==> config.mk <==
export PLATFORM = sky130hd
export DESIGN_NAME = ctrl_port3w
export DESIGN_NICKNAME = d
export VERILOG_FILES = /design/src/rtl/ctrl_port3w.sv
export SDC_FILE = /design/constraint.sdc
export NUM_CORES = 1
export LEC_CHECK = 0
export ABC_CLOCK_PERIOD_IN_PS = 4000
export BUFFER_PORTS_ARGS = -buffer_cell sky130_fd_sc_hd__clkbuf_2
export CELL_PAD_IN_SITES_DETAIL_PLACEMENT = 0
export CELL_PAD_IN_SITES_GLOBAL_PLACEMENT = 1
export CORE_ASPECT_RATIO = 0.75
export CORE_UTILIZATION = 49
export CTS_CLUSTER_DIAMETER = 100
export CTS_CLUSTER_SIZE = 20
export DETAILED_ROUTE_END_ITERATION = 10
export PLACE_DENSITY_LB_ADDON = 0.1
export SLEW_MARGIN = 40
export SYNTH_ARGS = -nofsm -noshare
export SYNTH_HDL_FRONTEND = slang
export SYNTH_SLANG_ARGS = --single-unit
==> constraint.sdc <==
create_clock -name clk -period 4 [get_ports clk]
set_input_delay 0 -clock clk [delete_from_list [all_inputs] [get_ports clk]]
set_output_delay 0 -clock clk [all_outputs]
set_load 0.05 [all_outputs]
==> src/rtl/ctrl_port3w.sv <==
module ctrl_port3w #(
  parameter int SRST_CLKS   = 1024,
  parameter int SYNC_STAGES = 2
) (
  input  logic        clk,
  input  logic        rst_n,
  input  logic        por_done,
  input  logic        sel_n,
  input  logic        sclk,
  input  logic        sdat,
  output logic [63:0] atten_o,
  output logic [7:0]  mute_o,
  output logic [7:0]  dac_off_o,
  output logic [3:0]  fmt_o,
  output logic        slow_roll_o,
  output logic        deemph_on_o,
  output logic [1:0]  deemph_fs_o,
  output logic        phase_inv_o,
  output logic        zflag_inv_o,
  output logic [7:0]  chan_inv_o,
  output logic        wide_os_o,
  output logic [3:0]  grp_slow_o,
  output logic        atten_coarse_o,
  output logic [1:0]  zflag_map_o
);
  localparam int FRAME_BITS = 16;
  localparam int CW         = $clog2(FRAME_BITS + 2);
  localparam int RW         = $clog2(SRST_CLKS + 1);
  localparam logic [CW-1:0] CNT_IDLE = CW'(FRAME_BITS + 1);
  localparam logic [CW-1:0] CNT_FULL = CW'(FRAME_BITS);

  function automatic logic [7:0] dflt(input int i);
    case (i)
      1, 2, 3, 4, 5, 6, 16, 17, 11: dflt = 8'hFF;
      9:                             dflt = 8'h05;
      12:                            dflt = 8'h0F;
      default:                       dflt = 8'h00;
    endcase
  endfunction

  logic [SYNC_STAGES-1:0] ms_s, mc_s, md_s;
  logic ms_d, mc_d;

  always_ff @(posedge clk or negedge rst_n)
    if (!rst_n) begin
      ms_s <= '1; mc_s <= '0; md_s <= '0;
      ms_d <= 1'b1; mc_d <= 1'b0;
    end else begin
      ms_s <= {ms_s[SYNC_STAGES-2:0], sel_n};
      mc_s <= {mc_s[SYNC_STAGES-2:0], sclk};
      md_s <= {md_s[SYNC_STAGES-2:0], sdat};
      ms_d <= ms_s[SYNC_STAGES-1];
      mc_d <= mc_s[SYNC_STAGES-1];
    end

  wire ms      = ms_s[SYNC_STAGES-1];
  wire mc      = mc_s[SYNC_STAGES-1];
  wire md      = md_s[SYNC_STAGES-1];
  wire mc_rise = mc & ~mc_d;
  wire ms_fall = ~ms & ms_d;
  wire ms_rise = ms & ~ms_d;

  logic [15:0]   shift_q;
  logic [CW-1:0] cnt_q;

  always_ff @(posedge clk or negedge rst_n)
    if (!rst_n) begin
      shift_q <= '0;
      cnt_q   <= CNT_IDLE;
    end else if (ms_fall) begin
      cnt_q <= '0;
    end else if (ms_rise) begin
      cnt_q <= CNT_IDLE;
    end else if (!ms && mc_rise) begin
      shift_q <= {shift_q[14:0], md};
      if (cnt_q != CNT_IDLE) cnt_q <= cnt_q + 1'b1;
    end

  wire [6:0] idx = shift_q[14:8];
  wire [7:0] dat = shift_q[7:0];
  wire writable = (idx >= 7'd1 && idx <= 7'd13) || (idx >= 7'd16 && idx <= 7'd19);

  logic [RW-1:0] rcnt_q;
  wire busy   = (rcnt_q != '0);
  wire commit = ms_rise && (cnt_q == CNT_FULL) && !shift_q[15] && por_done && !busy && writable;
  wire srst   = commit && (idx == 7'd10) && dat[7];

  logic [7:0] rf [1:19];

  always_ff @(posedge clk or negedge rst_n)
    if (!rst_n) begin
      for (int i = 1; i <= 19; i++) rf[i] <= dflt(i);
    end else if (busy || srst) begin
      for (int i = 1; i <= 19; i++) rf[i] <= dflt(i);
    end else if (commit) begin
      rf[idx[4:0]] <= dat;
    end

  always_ff @(posedge clk or negedge rst_n)
    if (!rst_n)     rcnt_q <= '0;
    else if (srst)  rcnt_q <= RW'(SRST_CLKS);
    else if (busy)  rcnt_q <= rcnt_q - 1'b1;

  assign atten_o        = {rf[17], rf[16], rf[6], rf[5], rf[4], rf[3], rf[2], rf[1]};
  assign mute_o         = {rf[7][7] | rf[18][1], rf[7][6] | rf[18][0], rf[7][5:0]};
  assign dac_off_o      = {rf[8][7] | rf[19][1], rf[8][6] | rf[19][0], rf[8][5:0]};
  assign fmt_o          = rf[9][3:0];
  assign slow_roll_o    = rf[9][5];
  assign deemph_on_o    = rf[10][0];
  assign deemph_fs_o    = rf[10][4:3];
  assign phase_inv_o    = rf[10][5];
  assign zflag_inv_o    = rf[10][6];
  assign chan_inv_o     = rf[11];
  assign wide_os_o      = rf[12][7];
  assign grp_slow_o     = rf[12][3:0];
  assign atten_coarse_o = rf[13][7];
  assign zflag_map_o    = rf[13][6:5];

  wire unused_bits = ^{rf[9][7:6], rf[9][4], rf[10][7], rf[10][2:1], rf[12][6:4],
                       rf[13][4:0], rf[14], rf[15], rf[18][7:2], rf[19][7:2]};

  wire [105:0] cfg_bus = {atten_o, mute_o, dac_off_o, fmt_o, slow_roll_o, deemph_on_o,
                          deemph_fs_o, phase_inv_o, zflag_inv_o, chan_inv_o, wide_os_o,
                          grp_slow_o, atten_coarse_o, zflag_map_o};


  frame_start_chk: assert property (@(posedge clk) disable iff (!rst_n)
    ms_fall |=> cnt_q == '0);

  hold_between_frames_chk: assert property (@(posedge clk) disable iff (!rst_n)
    (!ms_rise && !busy) |=> $stable(cfg_bus));

  bad_count_drop_chk: assert property (@(posedge clk) disable iff (!rst_n)
    (ms_rise && cnt_q != CNT_FULL) |=> $stable(cfg_bus));

  por_gate_chk: assert property (@(posedge clk) disable iff (!rst_n)
    (!por_done && !busy) |=> $stable(cfg_bus));

  srst_defaults_chk: assert property (@(posedge clk) disable iff (!rst_n)
    busy |-> (atten_o == '1 && chan_inv_o == '1 && mute_o == '0 && fmt_o == 4'b0101));
endmodule

==> impl_results.md <==
* Root cell of the clock tree: clkbuf_16
* Post-layout util at 54.4%
* Number of synthesized flops with an enable pin at 0
* Clock latency on the worst-skew pair at about 420 ps
* H-tree levels at 4
* DP HPWL at approximately 11000 um
* Cell count after synthesis at between 600 and 700
* Register area at slightly below 4000 um^2
* Combinational group share of total power at 6.6%
* Synthesized netlist net count at ~660
* Setup CP Type: flip-flop to flip-flop
* Fin Clk Skew at roughly 16 ps
* Area Overhead vs Synth at 8.41%
* Int Pwr at 2.65 mW
* Worst R2R Path Depth at 5
* Fin Setup TNS at 0 ps
* CTS Sinks at 150
* Vias in the first global route at 4591
* P_leak at ~3.1 nW
* RR Endpoint: chan_inv_o[0]$_DFFE_PN1P_
* Reg clk slew, reported paths at approximately 60 ps
* Routed WL at around 16000 um
* Final ANT Viol Nets at 0
* Post-Syn Area at ~7200 um^2
* Crit-path max FO at 22
* Part of the cycle the worst path needs at about 73%
* Clk pwr share at 46.0%
* Pre-Repair DR Iteration Count at 5
* Sequential-to-total area share from yosys stat at 53.2%
* Gpl congestion at between 0.8 and 0.9
* Worst hold slack at ~110 ps
* Number of setup buffers added after CTS at 0
* Initial antenna violation count at 0
* Minimum clock period at 2930 ps
* Num rows at 38
* Die width at 142 um
* # nets final at roughly 670
* Sw frac at about a quarter
* Top_reg_cell synth: dfstp_2
* Max-Cap Viols at 0
* Yosys Warn Count at 0
* Layout filler cell count at roughly 1300
* Max-slew violations at 0
* Tightest Pin Transition at ~800 ps
* Sequential share of power at 47.4%
* Die Span Y at 107 um
* Core box area at ~14000 um^2
* Routed vias at between 4000 and 5000
* Clock buffer depth at 2
* Sw power at around 0.87 mW
* Ys async rst share at between 90% and 100%
* Setup Viol. Count Final at 0
* Starting Density at about half
* Max stage delay on crit path at around 890 ps
* Hold Path Class: input port to asynchronous set/reset pin
* Reg-to-Reg Start: shift_q[9]$_DFFE_PN0P_
* Layout cells sized above 1 at 41.9%
* Pwr Total at roughly 3.5 mW
* Cell Pwr Density at 448 nW/um^2
* First-pass GRT wire length at 24900 um
* Max_slew headroom at between 40% and 50%
* Largest net degree at the start of global routing at 59
* Crit start category: flip-flop
* Total CTS buffers at 17
* Synthesized area per cell at 11.2 um^2
* Fin. Hold Viols at 0
* WL/cell at between 15 and 20 um
* Slowest CP cell: a2111oi_4
* RSZ-0062 raised after global routing: no
* Multi-input logic area at ~2400 um^2
* Drt drc at 0
* Crit end category: flip-flop
* Max Clock Freq at 0.342 GHz
* Die ar. at roughly 15000 um^2
* Synth unique cells at between 50 and 60
* Io pins at between 100 and 150
* Maximum vdd ir drop at around 0.30 mV
* Status: finished clean
* Overall global routing resource usage at 21.7%
* Ant. Diodes at 0
* Remaining global-route overflow at 0
* Worst EP required at approximately 4300 ps
* Reg2Reg Setup Slack at between 1000 and 1500 ps
* #FFs+latches synth at 150
* CP arrival at between 3000 and 4000 ps
* Routed vias/inst at around 5.4
* CTS tree: done
* Crit-path cells: nor2b_1 > nand4_4 > a2111oi_4 > nor3_1 > a21oi_1
* I/O Buffers at about 110
* 1st-iter DRT viols at 250
-- how the worst max path moves through the flow --
stage	start	end	slack (ps)	depth (start not counted)
floorplan	ms_s[1]$_DFF_PN1_	atten_o[13]$_DFFE_PN1P_	1780	8
global placement	shift_q[9]$_DFFE_PN0P_	atten_o[32]$_DFFE_PN1P_	1080	5
detailed placement	shift_q[9]$_DFFE_PN0P_	atten_o[10]$_DFFE_PN1P_	1080	5
CTS	shift_q[9]$_DFFE_PN0P_	atten_o[10]$_DFFE_PN1P_	1030	5
global route	shift_q[9]$_DFFE_PN0P_	chan_inv_o[0]$_DFFE_PN1P_	890	5
finish	shift_q[9]$_DFFE_PN0P_	chan_inv_o[0]$_DFFE_PN1P_	1070	5
-- power groups by stage --
stage                     clock, mW  combinational [mW]  sequential [mW]
after floorplan                   0               0.168             1.61
after global placement            0               0.220             1.69
after detailed placement          0               0.229             1.69
after CTS                      1.65               0.233             1.67
after global routing           1.72               0.260             1.68
final                          1.62               0.232             1.67
-- critical path: cells and delay by family, from the launching register on --
kind | cells | cell delay, ps
AND/OR/NAND/NOR | 3 | 1260
flip-flops | 1 | 520
AO/OA/AOI/OAI | 2 | 1060
-- state kept, by name, indices dropped and copies added, names as in the netlist, 2 cells and up --
register,count
atten_o,64
shift_q,16
rcnt_q,11
chan_inv_o,8
rf,8
dac_off_o,6
mute_o,6
cnt_q,5
fmt_o,4
grp_slow_o,4
deemph_fs_o,2
mc_s,2
md_s,2
ms_s,2
zflag_map_o,2
-- metal layers --
layer,track usage (%),part of all wire (%),routed length [um],vias to the layer above
met2,31.6,45,6960,106
met3,4.89,4.9,766,4
met5,0,0,0,-
met1,32.3,50,7790,2356
met4,5.99,0.50,78,0
li1,-,-,-,2226
-- synth_stat cells, types with 6 or more instances --
cell       instances  share of area (%)
dfrtp_1           67                 23
a22o_1            20                2.4
clkbuf_1          10               0.52
buf_2              6               0.41
mux2_2            16                2.5
dfstp_2           83                 30
nand2_1           30                1.6
o21ai_0           13               0.90
buf_4            106                 11
nor3_1            62                4.3
a2111oi_4          7                2.7
inv_1             10               0.52
nor2_1            24                1.2
o22a_1            19                2.3
buf_1              6               0.31
ha_1               7                1.2
buf_6              6               0.93
nand3_1           18                1.2
a21oi_1           69                4.8
-- cell type report --
class / instances / area share (%)
clock buffers: 20 / 5.81
clock inverters: 12 / 1.93
inverters: 10 / 0.478
multi-input cells: 354 / 30.9
flip-flops and latches: 150 / 49.1
well taps: 200 / 3.18
repair buffers: 125 / 8.61
-- cell families after synthesis --
| group | Yosys count | synth area share [%] |
|---|---|---|
| AND/OR/NAND/NOR | 171 | 12.6 |
| AO/OA/AOI/OAI | 151 | 15.7 |
| flip-flops | 150 | 53.2 |
| buffers and inverters | 144 | 13.7 |
| multiplexers | 17 | 2.62 |
| XOR/XNOR | 8 | 0.967 |
| adder cells (fa/ha/maj) | 7 | 1.21 |
-- what timing repair did --
action,4_1_cts,5_1_grt
resized for setup,0,0
endpoints found under the hold margin,59,0
hold buffers,4,0
-- per-stage QoR --
stage | setup slack, ps | instance area [um^2] | std cells
floorplan | 1780 | 7250 | 648
global placement | 1080 | 7160 | 830
detailed placement | 1080 | 7170 | 831
CTS | 1030 | 7820 | 867
global route | 892 | 7860 | 871
finish | 1070 | 7860 | 871
-- layout by cell type (no fill, tap or decap), types with 10 or more instances in the layout --
cell,count
clkbuf_2,110
dfstp_2,83
a21oi_1,69
dfrtp_1,67
nor3_1,62
nand2_1,30
nor2_1,19
a22o_1,19
o22a_1,19
nand3_1,17
clkbuf_16,17
mux2_2,16
o21ai_0,13
inv_1,10
Power figures use the tool's default switching activity.
